**src/rtl/hpair_pkg.sv**
```systemverilog
package hpair_pkg;
  localparam int LANE_W = 128;

  typedef enum logic [1:0] {
    HP_ADD  = 2'b00,
    HP_SUB  = 2'b01,
    HP_ADDS = 2'b10,
    HP_SUBS = 2'b11
  } hp_op_e;
endpackage

```
**src/rtl/hpair_pair_op.sv**
```systemverilog
module hpair_pair_op
  import hpair_pkg::*;
#(
  parameter int EW     = 16,
  parameter bit SAT_OK = 1'b1
) (
  input  logic [EW-1:0] even_i,
  input  logic [EW-1:0] odd_i,
  input  hp_op_e        op_i,
  output logic [EW-1:0] res_o
);
  logic signed [EW:0] sum_w;
  logic signed [EW:0] dif_w;
  logic        [EW:0] sel_w;

  assign sum_w = $signed({even_i[EW-1], even_i}) + $signed({odd_i[EW-1], odd_i});
  assign dif_w = $signed({even_i[EW-1], even_i}) - $signed({odd_i[EW-1], odd_i});
  assign sel_w = op_i[0] ? dif_w : sum_w;

  generate
    if (SAT_OK) begin : g_sat
      logic ovf_w;
      assign ovf_w = sel_w[EW] ^ sel_w[EW-1];
      always_comb begin
        if (op_i[1] && ovf_w)
          res_o = sel_w[EW] ? {1'b1, {(EW-1){1'b0}}} : {1'b0, {(EW-1){1'b1}}};
        else
          res_o = sel_w[EW-1:0];
      end
    end else begin : g_wrap
      logic unused_hi;
      assign unused_hi = op_i[1] ^ sel_w[EW];
      assign res_o = sel_w[EW-1:0];
    end
  endgenerate
endmodule

```
**src/rtl/hpair_lane.sv**
```systemverilog
module hpair_lane
  import hpair_pkg::*;
#(
  parameter int EW     = 16,
  parameter bit SAT_OK = 1'b1
) (
  input  logic [LANE_W-1:0] a_i,
  input  logic [LANE_W-1:0] b_i,
  input  hp_op_e            op_i,
  output logic [LANE_W-1:0] res_o
);
  localparam int EPL  = LANE_W / EW;
  localparam int HALF = EPL / 2;

  generate
    for (genvar k = 0; k < HALF; k++) begin : g_pair
      hpair_pair_op #(.EW(EW), .SAT_OK(SAT_OK)) u_a (
        .even_i(a_i[(2*k)*EW +: EW]),
        .odd_i (a_i[(2*k+1)*EW +: EW]),
        .op_i  (op_i),
        .res_o (res_o[k*EW +: EW])
      );
      hpair_pair_op #(.EW(EW), .SAT_OK(SAT_OK)) u_b (
        .even_i(b_i[(2*k)*EW +: EW]),
        .odd_i (b_i[(2*k+1)*EW +: EW]),
        .op_i  (op_i),
        .res_o (res_o[(HALF+k)*EW +: EW])
      );
    end
  endgenerate
endmodule

```
**src/rtl/hpair_stage.sv**
```systemverilog
module hpair_stage #(
  parameter int W   = 256,
  parameter bit REG = 1'b1
) (
  input  logic         clk,
  input  logic         rst_n,
  input  logic         in_valid,
  output logic         in_ready,
  input  logic [W-1:0] in_data,
  output logic         out_valid,
  input  logic         out_ready,
  output logic [W-1:0] out_data
);
  generate
    if (REG) begin : g_reg
      logic         v_q;
      logic [W-1:0] d_q;

      assign in_ready  = !v_q || out_ready;
      assign out_valid = v_q;
      assign out_data  = d_q;

      always_ff @(posedge clk) begin
        if (!rst_n) begin
          v_q <= 1'b0;
        end else if (in_valid && in_ready) begin
          v_q <= 1'b1;
        end else if (out_ready) begin
          v_q <= 1'b0;
        end
      end

      always_ff @(posedge clk) begin
        if (in_valid && in_ready) d_q <= in_data;
      end


      hold_stable_chk: assert property (@(posedge clk) disable iff (!rst_n)
        (out_valid && !out_ready) |=> (out_valid && $stable(out_data)));

      accept_shows_chk: assert property (@(posedge clk) disable iff (!rst_n)
        (in_valid && in_ready) |=> out_valid);

      drain_empties_chk: assert property (@(posedge clk) disable iff (!rst_n)
        (out_valid && out_ready && !in_valid) |=> !out_valid);

      empty_ready_chk: assert property (@(posedge clk) disable iff (!rst_n)
        !out_valid |-> in_ready);
    end else begin : g_wire
      logic unused_ck;
      assign unused_ck = clk ^ rst_n;
      assign in_ready  = out_ready;
      assign out_valid = in_valid;
      assign out_data  = in_data;
    end
  endgenerate
endmodule

```
**src/rtl/hpair_unit.sv**
```systemverilog
module hpair_unit
  import hpair_pkg::*;
#(
  parameter int VEC_W   = 256,
  parameter int ELEM_W  = 16,
  parameter bit REG_OUT = 1'b1
) (
  input  logic             clk,
  input  logic             rst_n,
  input  logic             in_valid,
  output logic             in_ready,
  input  logic [VEC_W-1:0] in_a,
  input  logic [VEC_W-1:0] in_b,
  input  logic [1:0]       in_op,
  output logic             out_valid,
  input  logic             out_ready,
  output logic [VEC_W-1:0] out_data
);
  localparam int LANES  = VEC_W / LANE_W;
  localparam bit SAT_OK = (ELEM_W == 16);

  hp_op_e           op_w;
  logic [VEC_W-1:0] res_w;

  assign op_w = hp_op_e'(in_op);

  generate
    for (genvar l = 0; l < LANES; l++) begin : g_lane
      hpair_lane #(.EW(ELEM_W), .SAT_OK(SAT_OK)) u_lane (
        .a_i  (in_a[l*LANE_W +: LANE_W]),
        .b_i  (in_b[l*LANE_W +: LANE_W]),
        .op_i (op_w),
        .res_o(res_w[l*LANE_W +: LANE_W])
      );
    end
  endgenerate

  hpair_stage #(.W(VEC_W), .REG(REG_OUT)) u_stage (
    .clk      (clk),
    .rst_n    (rst_n),
    .in_valid (in_valid),
    .in_ready (in_ready),
    .in_data  (res_w),
    .out_valid(out_valid),
    .out_ready(out_ready),
    .out_data (out_data)
  );

  generate
    if (REG_OUT) begin : g_chk

      add_elem0_chk: assert property (@(posedge clk) disable iff (!rst_n)
        (in_valid && in_ready && in_op == 2'b00) |=>
          out_data[ELEM_W-1:0] == $past(in_a[ELEM_W-1:0] + in_a[2*ELEM_W-1:ELEM_W]));

      sub_elem0_chk: assert property (@(posedge clk) disable iff (!rst_n)
        (in_valid && in_ready && in_op == 2'b01) |=>
          out_data[ELEM_W-1:0] == $past(in_a[ELEM_W-1:0] - in_a[2*ELEM_W-1:ELEM_W]));
      if (SAT_OK) begin : g_satchk

        sat_top_chk: assert property (@(posedge clk) disable iff (!rst_n)
          (in_valid && in_ready && in_op == 2'b10 &&
           in_b[15:0] == 16'h7FFF && in_b[31:16] == 16'h7FFF) |=>
            out_data[(LANE_W/2) +: 16] == 16'h7FFF);
      end
    end
  endgenerate
endmodule

```
**config.mk**
```make
export PLATFORM = sky130hd
export DESIGN_NAME = hpair_unit
export DESIGN_NICKNAME = d
export VERILOG_FILES = /design/src/rtl/hpair_pkg.sv /design/src/rtl/hpair_pair_op.sv /design/src/rtl/hpair_lane.sv /design/src/rtl/hpair_stage.sv /design/src/rtl/hpair_unit.sv
export SDC_FILE = /design/constraint.sdc
export NUM_CORES = 1
export LEC_CHECK = 0
export CAP_MARGIN = 20
export CORE_AREA = 2 2 303 305
export DETAILED_ROUTE_END_ITERATION = 8
export DIE_AREA = 0 0 305 307
export DONT_BUFFER_PORTS = 1
export SLEW_MARGIN = 10
export SYNTH_ARGS = -nofsm -noshare
export SYNTH_HDL_FRONTEND = slang
export SYNTH_SLANG_ARGS = --single-unit
export TNS_END_PERCENT = 100
```
**constraint.sdc**
```tcl
create_clock -name clk -period 15 [get_ports clk]
set_input_delay 0.75 -clock clk [delete_from_list [all_inputs] [get_ports clk]]
set_output_delay 0.75 -clock clk [all_outputs]
set_load 0.05 [all_outputs]
```
* Word-level counts from Yosys, hierarchy flattened
Index checks and enable logic that the tools add are counted.
** Storage, ports and cells
- Bits in registers :: 257
- Bits of input ports :: 518
- Output and inout bits :: 258
- Logic and storage cells :: 120
** Operators by class
- Add/subtract/negate cells :: 32
- Multiplexer cells :: 50
- Bitwise logic cells :: 16
- Reductions and logical operators :: 20
** Operators by type and width (count)
- 16-bit 2-to-1 mux :: 32
- 16-bit by 16-bit adder with 17-bit output :: 16
- 17-bit 2-to-1 mux :: 16
- 16-bit by 16-bit subtractor with 17-bit output :: 16
- 1-bit logical AND :: 17
- 1-bit bitwise XOR :: 16
- 1-bit 2-to-1 mux :: 2
- 2-bit nonzero test :: 1
- 1-bit logical NOT :: 1
- 1-bit logical OR :: 1

* Depth between registers and ports, before layout
Gate-level depths: netlist (run 1).
- Depth after elaboration :: 5
- Gate-level depth with buffers :: 19
- Gate-level depth less buffers :: 17

* Hierarchy
A second synthesis (run 1) with hierarchy kept.
** Unflattened totals
- Cell total of the unflattened synthesis :: 3682
- Area total of the unflattened synthesis :: 31745.4 µm²
** By module, submodules not included
- hpair_pair_op at g_lane[0].u_lane.g_pair[0].u_b ... :: times used 10, cells each 208, area an instance 1467.7 µm², sequential area each 0.0 µm²
- hpair_stage :: times used 1, cells each 261, area an instance 7744.9 µm², sequential area each 7707.4 µm²
- hpair_pair_op at g_lane[0].u_lane.g_pair[0].u_a ... :: times used 3, cells each 229, area an instance 1590.3 µm², sequential area each 0.0 µm²
- hpair_pair_op at g_lane[1].u_lane.g_pair[2].u_b ... :: times used 3, cells each 218, area an instance 1517.7 µm², sequential area each 0.0 µm²

* Worst setup path after synthesis (run 1)
OpenSTA, ideal clock, no wires.
- Path kind :: input to register
- Start point :: input port out_ready
- End point :: register u_stage.g_reg.d_q[0] (netlist: u_stage.out_data[0]) (enable)
- Setup time :: 648 ps
- Arrival time :: 7082 ps
- Path slack :: 7270 ps
- Cell stages on the path :: 2
- Path buffers :: 0
- Path through :: nand2b_1 and2_1
** Between the ends
- Cells in the longest elaborated chain, start to end :: 2
** Ends and longest elaborated chain
- start, declared :: RTL line hpair_unit.sv:16 : input logic out_ready,
- 1-bit logical OR :: RTL line hpair_stage.sv:19 : assign in_ready = !v_q || out_ready;
- 1-bit logical AND :: RTL line hpair_stage.sv:34 : if (in_valid && in_ready) d_q <= in_data;
- end signal, assigned :: RTL line hpair_stage.sv:34
- end, declared :: RTL line hpair_stage.sv:17 : logic [W-1:0] d_q;
No other way between the ends.
A chain may end at the register's enable or synchronous reset.

* Worst setup path after layout (run 1)
- Start point :: input port in_a[240]
- End point :: register u_stage.g_reg.d_q[188] (netlist: u_stage.out_data[188]), data pin
** Between the ends
- Cells in the longest elaborated chain, start to end :: 5
- Elaborated cells between the ends (all ways) :: 7
- Classes of those cells :: add/sub (2); mux (3); bitwise (1); reduce/logical (1)
** Ends and longest elaborated chain
- start, declared :: RTL line hpair_unit.sv:12 : input logic [VEC_W-1:0] in_a,
- 16-bit by 16-bit adder with 17-bit output or 16-bit by 16-bit subtractor with 17-bit output (tied branches) :: RTL line hpair_pair_op.sv:16, hpair_pair_op.sv:17
- 17-bit 2-to-1 mux * :: RTL line hpair_pair_op.sv:18 : assign sel_w = op_i[0] ? dif_w : sum_w;
- 1-bit bitwise XOR :: RTL line hpair_pair_op.sv:23 : assign ovf_w = sel_w[EW] ^ sel_w[EW-1];
- 1-bit logical AND :: RTL line hpair_pair_op.sv:25 : if (op_i[1] && ovf_w)
- 16-bit 2-to-1 mux * :: RTL line hpair_pair_op.sv:25
- via g_lane[1].u_lane.g_pair[3].u_a.res_o[12] :: RTL line hpair_pair_op.sv:10 : output logic [EW-1:0] res_o
Mark *: on every way through the listed nets, which the timed path passes. The rest lies on a longest branch.

==> results.py, run 1 <==
metrics = {
    "die": {
        "die_area_um2": 93600,
        "rows": 111,
        "coreArea_um2": 90700,
        "fp.dieH_um": 307,
        "io_pins": 776,
        "die_w_um": 305,
        "start_util_pct": 30.8,
    },
    "setup_path": {
        "r2r-start": "u_stage.out_valid$_SDFFE_PN0P_",
        "crit_path_end_kind": "flop",
        "cp_slowest_cell": "nor3b_2",
        "worst-path-max-fanout": 11,
        "path_class": "in -> reg",
        "required_ns": 15.27,
        "timing.rr.end": "u_stage.out_data[51]$_DFFE_PP_",
        "r2r_cells": 5,
        "arrival_ns": 5.15,
        "r2r_slack_ns": 10.78,
        "path_cells": "nor3_1 -> nand2b_1 -> nor3_1 -> nand2_1 -> nand2_1 -> o21ai_0 -> xnor2_1 -> ha_1 -> a21o_1 -> a21o_1 -> o41ai_1 -> xor2_1 -> nor3b_2 -> o21ai_0",
        "critPathLaunchType": "primary input",
        "slowest_delay_ns": 0.75,
    },
    "clock_network": {
        "post_cts_buffers": 0,
        "clk_latency_ns": 0.56,
        "tritoncts": "yes",
        "clock-root-buffer": "clkbuf_16",
        "cts_hold_buf": 0,
        "cts.htree.levels": 2,
        "cts.sinks": 257,
        "cts_buffers": 36,
        "ctsResizeCount": 0,
        "clock_path_buffers": 3,
        "clk_pin_slew_ns": 0.06,
    },
    "yosys": {
        "synth.avg_cell_area_um2": 8.56,
        "netlist_area_um2": 27900,
        "synthFlopType": "edfxtp_1",
        "ys_warn_count": 0,
        "seq_area_frac_synth_pct": 27.6,
        "async_flop_share_pct": 0,
        "synthDistinctLibCells": 97,
        "syn_inst": 3262,
        "syn_nets": 4068,
        "synth_enable_flop_cells": 256,
        "ys_ff_latch": 257,
    },
    "routing": {
        "num_vias": 25000,
        "wl_per_cell_um": 23.1,
        "wl_met2_um": 47100,
        "drtPass1Iterations": 5,
        "viasPerCell": 5.61,
        "met3RoutedLength_um": 11100,
        "top_layer": "met5",
        "drt-met1-wl_um": 40700,
        "drtIter0Drc": 1880,
        "drc": 0,
        "drt-total-wl_um": 103000,
        "ant_nets": 0,
    },
    "outcome": {
        "status": "finished clean",
    },
    "sta": {
        "final-setup-viol-count": 0,
        "maxSlewHeadroom_pct": 19.0,
        "hold_viol_final": 0,
        "grt_setup_unrepaired": "false",
        "fin_skew_ns": 0.0147,
        "final.setup.tns_ns": 0,
        "fin_crit_sh_pct": 32.5,
        "tightestPinTransition_ns": 1.20,
        "period_needed_ns": 4.87,
        "fmax_mhz": 205,
        "final_max_slew_viol_count": 0,
    },
    "power": {
        "peakVddDrop_v": 0.0000772,
        "power.total_mw": 4.06,
        "p_per_area_nw_per_um2": 134,
        "leakagePower_nw": 11.6,
    },
    "global_routing": {
        "grt_pass1_vias": 23400,
        "grt_use_total_pct": 21.0,
        "grt_max_degree": 249,
        "grt_pass1_wl_um": 151000,
        "grt_antenna_before_repair": 23,
        "grt_overflow": 0,
    },
    "hold_path": {
        "hold_class": "in -> reg",
        "worstHoldStart": "in_valid",
        "whs_path_depth": 2,
        "holdPathEnd": "u_stage.out_valid$_SDFFE_PN0P_",
    },
    "final_layout": {
        "multi_input_area_um2": 19300,
        "final_core_util_pct": 33.5,
        "final_nets": 4030,
        "ff_latch_area_um2": 7710,
        "fillers": 9427,
        "syn_to_final_growth_pct": 8.68,
        "drive_gt1_share_pct": 4.00,
    },
    "place": {
        "place.port_buffers": 0,
        "place_hpwl_um": 83700,
        "gp_congestion": 0.982,
    },
    "flow_run": {
        "maxCapViolations": 0,
    },
}
==> state kept, by name (all words and copies together), names as in the netlist <==
name / count
u_stage.out_data: 256
u_stage.out_valid: 1
==> where the power goes <==
group	total [mW]	leakage [nW]	internal (mW)	switching [mW]
combinational	1.44	8.55	0.594	0.848
sequential	1.74	2.48	1.06	0.680
clock	0.876	0.562	0.520	0.356
==> critical path, delay by kind of cell <==
kind,cells,cell delay [ns]
AO/OA/AOI/OAI,5,1.14
adder cells (fa/ha/maj),1,0.35
XOR/XNOR,2,0.69
AND/OR/NAND/NOR,6,2.20
==> area by class of cell <==
cell class	instances	share of cell area [%]
multi-input cells	2755	63.5
inverters	162	2.01
clock inverters	21	0.680
diodes	12	0.0990
flip-flops and latches	257	25.4
clock buffers	44	3.14
repair buffers	12	0.297
well taps	1186	4.89
==> synth_stat cells (11+ instances only) <==
master	instances	area [um^2]
or3_1	31	194
a2111oi_0	11	96.3
nor2_1	273	1020
nand2b_1	51	319
edfxtp_1	256	7690
a211oi_1	23	173
or2_2	18	113
o21a_1	35	263
clkbuf_1	77	289
and2_1	17	106
a31oi_1	83	519
mux2i_1	25	250
o21bai_1	27	203
a2bb2oi_1	13	114
nand2_1	188	706
ha_1	272	3400
a41oi_1	12	105
o31ai_1	19	143
o211ai_1	22	165
o21ai_0	244	1220
nor3b_1	15	113
a21o_1	79	593
nor4_1	37	231
a21oi_1	370	1850
nand4_1	17	106
nor2b_1	36	225
nand3_1	42	210
and3_1	30	188
a21boi_0	12	90.1
xnor2_1	349	3060
inv_1	159	597
fa_1	16	320
xor2_1	115	1010
nor3_1	109	546
==> kinds of logic (layout without fill, tap and decap cells) <==
kind of cell    count (synthesis)  count (layout)  synth area share, %
mux                            29              29                 1.07
simple gates                  903             903                 16.2
buf+inv                       250             239                 3.45
compound gates               1069            1069                 23.7
xor+xnor                      466             466                 14.7
fa+ha+maj                     288             288                 13.3
other cells                     0              12                    0
flops                         257             257                 27.6
==> worst max path at each step <==
stage,cells after the start,end,startpoint,slack (ns)
detailed placement,13,u_stage.out_data[189]$_DFFE_PP_,in_a[240],9.66
finish,14,u_stage.out_data[188]$_DFFE_PP_,in_a[240],10.13
floorplan,2,u_stage.out_data[0]$_DFFE_PP_,out_ready,7.27
CTS,13,u_stage.out_data[188]$_DFFE_PP_,in_a[240],10.26
global route,14,u_stage.out_data[188]$_DFFE_PP_,in_a[240],9.81
global placement,15,u_stage.out_data[182]$_DFFE_PP_,in_a[240],9.79
==> layout by cell type (no fill, tap or decap), types with 42 or more instances in the layout <==
master	instances
ha_1	272
nand2_1	188
nor2_1	273
xor2_1	115
a21o_1	79
nand2b_1	51
a31oi_1	83
nor3_1	109
a21oi_1	370
o21ai_0	244
nand3_1	42
edfxtp_1	256
xnor2_1	349
inv_1	159
==> per-layer routing <==
| metal | GRT usage [%] | vias to the layer above |
|---|---|---|
| met5 | 0 | - |
| li1 | - | 12000 |
| met4 | 8.14 | 16 |
| met3 | 8.51 | 184 |
| met2 | 33.9 | 983 |
| met1 | 24.7 | 11800 |
==> stage by stage <==
step | hold WS, ns | setup WS, ns | cells | cell area (um^2)
floorplan | 0.889 | 7.27 | 3262 | 27900
global placement | 0.892 | 9.79 | 4371 | 29100
detailed placement | 0.896 | 9.66 | 4371 | 29100
CTS | 0.270 | 10.26 | 4436 | 30300
global route | 0.291 | 9.81 | 4446 | 30300
finish | 0.319 | 10.13 | 4449 | 30300
Note: power is estimated with default switching activity, not from simulation.
==> run 2: changes to the inputs <==
Clock period 15 ns to 4.09 ns, I/O delays scaled along.
==> run 2 against run 1 <==
  * Clock power increased to 3.6 times the previous value
  * Count of clock-buffer cells in the layout increased by 1
  * Clock skew increased by 0.0061 ns
  * Sequential share of layout area decreased by 0.75 points
  * Combinational power increased to 3.8 times the previous value
  * First-iteration DRC count decreased by 0.21%
  * Sequential power increased to 3.7 times the previous value
  * Non-clock buffer count increased by 104
  * Worst hold slack got worse by 0.27 ns
  * Setup slack got worse by 9.6 ns
  * Largest cell class unchanged
  * Largest power group unchanged
==> results.py, run 2 (synthesis results as in run 1) <==
metrics = {
    "global_routing": {
        "use_met1_pct": 24.3,
        "grt_use_total_pct": 21.1,
        "grt_max_degree": 249,
        "grt_overflow": 0,
        "grt_util_met3_pct": 7.77,
        "grt_pass1_wl_um": 152000,
        "grt_antenna_before_repair": 7,
        "grt_pass1_vias": 24000,
        "busiest_layer": "met2",
        "met2_usage_pct": 35.9,
    },
    "final_layout": {
        "syn_to_final_growth_pct": 12.0,
        "final_nets": 4135,
        "largest_register_ffs": 256,
        "drive_gt1_share_pct": 6.56,
        "layout_commonest_cell": "a21oi_1",
        "final_cell_mix": "370 x a21oi_1, 349 x xnor2_1, 273 x nor2_1",
    },
    "hold_path": {
        "whs_path_depth": 2,
        "holdPathEnd": "u_stage.out_data[161]$_DFFE_PP_",
        "hold_class": "in -> reg",
        "worstHoldStart": "in_a[193]",
    },
    "die": {
        "die_area_um2": 93600,
        "fp.dieH_um": 307,
        "die_w_um": 305,
        "start_util_pct": 30.8,
        "io_pins": 776,
        "rows": 111,
        "coreArea_um2": 90700,
    },
    "sta": {
        "grt_setup_unrepaired": "false",
        "fin_skew_ns": 0.0208,
        "final-setup-viol-count": 0,
        "hold_viol_final": 0,
        "final_max_slew_viol_count": 0,
        "tightestPinTransition_ns": 1.05,
        "fin_crit_sh_pct": 87.2,
        "period_needed_ns": 3.56,
        "final.setup.tns_ns": 0,
        "maxSlewHeadroom_pct": 29.5,
        "fmax_mhz": 281,
    },
    "setup_path": {
        "worst-path-max-fanout": 10,
        "critPathLaunchType": "primary input",
        "arrival_ns": 3.86,
        "timing.rr.end": "u_stage.out_data[123]$_DFFE_PP_",
        "r2r_slack_ns": 1.65,
        "path_class": "in -> reg",
        "crit_path_end_kind": "flop",
        "required_ns": 4.39,
        "r2r-start": "u_stage.out_valid$_SDFFE_PN0P_",
        "r2r_cells": 4,
    },
    "power": {
        "peakVddDrop_v": 0.000287,
        "leakagePower_nw": 12.1,
        "power.total_mw": 15.0,
        "p_per_area_nw_per_um2": 481,
    },
    "clock_network": {
        "tritoncts": "yes",
        "ctsResizeCount": 0,
        "cts.sinks": 257,
        "clk_latency_ns": 0.56,
        "clock-root-buffer": "clkbuf_16",
        "post_cts_buffers": 0,
        "clock_path_buffers": 3,
        "cts.htree.levels": 2,
        "cts_buffers": 37,
        "clk_pin_slew_ns": 0.06,
    },
    "routing": {
        "wl_per_cell_um": 22.9,
        "drtIter0Drc": 1876,
        "drc": 0,
        "num_vias": 25500,
        "viasPerCell": 5.60,
        "ant_nets": 0,
        "drtPass1Iterations": 6,
        "drt-total-wl_um": 104000,
    },
    "place": {
        "gp_congestion": 1.00,
        "place_hpwl_um": 82600,
        "place.port_buffers": 0,
    },
    "outcome": {
        "status": "finished clean",
    },
    "flow_run": {
        "maxCapViolations": 0,
    },
}
-- run 2: cell types whose count changed in the layout (fill, tap and decap cells not counted), sizes merged --
cell / delta
clkinv: -1
clkinvlp: +2
bufinv: -2
buf: +84
diode: -6
dlygate4sd3: +21
-- run 2: worst max-delay path, cell delays in order --
cell	delay, ns
inv_1	0.04
ha_1	0.17
or3b_2	0.50
nor3_1	0.27
a21oi_1	0.13
xnor2_1	0.16
ha_1	0.34
nand2_1	0.09
o21ai_0	0.33
nand2_1	0.10
o2111ai_1	0.12
o211ai_1	0.14
xnor2_1	0.64
nand3_2	0.38
a21o_1	0.27
-- run 2: where the power goes --
part | internal, mW | total [mW] | switching (mW)
logic | 2.36 | 5.49 | 3.13
registers | 3.89 | 6.39 | 2.50
clock network | 1.83 | 3.15 | 1.33
-- run 2: what timing repair did --
item | CTS | global route
endpoints found under the hold margin | 52 | 0
hold buffers | 23 | 0
endpoints found under the setup margin | 0 | 0
-- run 2: worst max path at each step --
stage                         start                               to  slack [ns]  cells past startpoint
after global routing      in_a[209]  u_stage.out_data[160]$_DFFE_PP_        0.17                     15
final                     in_a[208]  u_stage.out_data[160]$_DFFE_PP_        0.53                     15
after floorplan            in_op[0]  u_stage.out_data[178]$_DFFE_PP_        0.04                     16
after CTS                 in_a[176]  u_stage.out_data[156]$_DFFE_PP_        0.61                     12
after detailed placement  in_b[119]  u_stage.out_data[118]$_DFFE_PP_        0.05                     16
after global placement    in_b[182]  u_stage.out_data[215]$_DFFE_PP_        0.10                     14
-- run 2: final cells by class --
class / count / area, um^2
Timing Repair Buffer: 116 / 1020
Fill cell: 9410 / 59400
Clock buffer: 45 / 977
Antenna cell: 6 / 15.0
Clock inverter: 20 / 169
Sequential cell: 257 / 7710
Tap cell: 1186 / 1480
Inverter: 162 / 608
Multi-Input combinational cell: 2755 / 19300
-- run 2: stage by stage --
stage / util, % / hold WS, ns / instances / cell area, um^2 / setup slack (ns)
after floorplan: - / 0.343 / 3262 / 28000 / 0.0396
after global placement: 32.9 / 0.353 / 4453 / 29800 / 0.104
after detailed placement: 32.9 / 0.358 / 4453 / 29800 / 0.0519
after CTS: 34.5 / 0.0000101 / 4541 / 31200 / 0.614
after global routing: 34.5 / 0.0131 / 4545 / 31300 / 0.174
final: 34.5 / 0.0450 / 4547 / 31300 / 0.525
-- run 2: per-layer routing --
metal / vias to the layer above / part of all wire (%)
met1: 12200 / 39
met2: 931 / 48
met5: - / 0.032
met4: 4 / 3.1
met3: 160 / 9.7
li1: 12200 / -
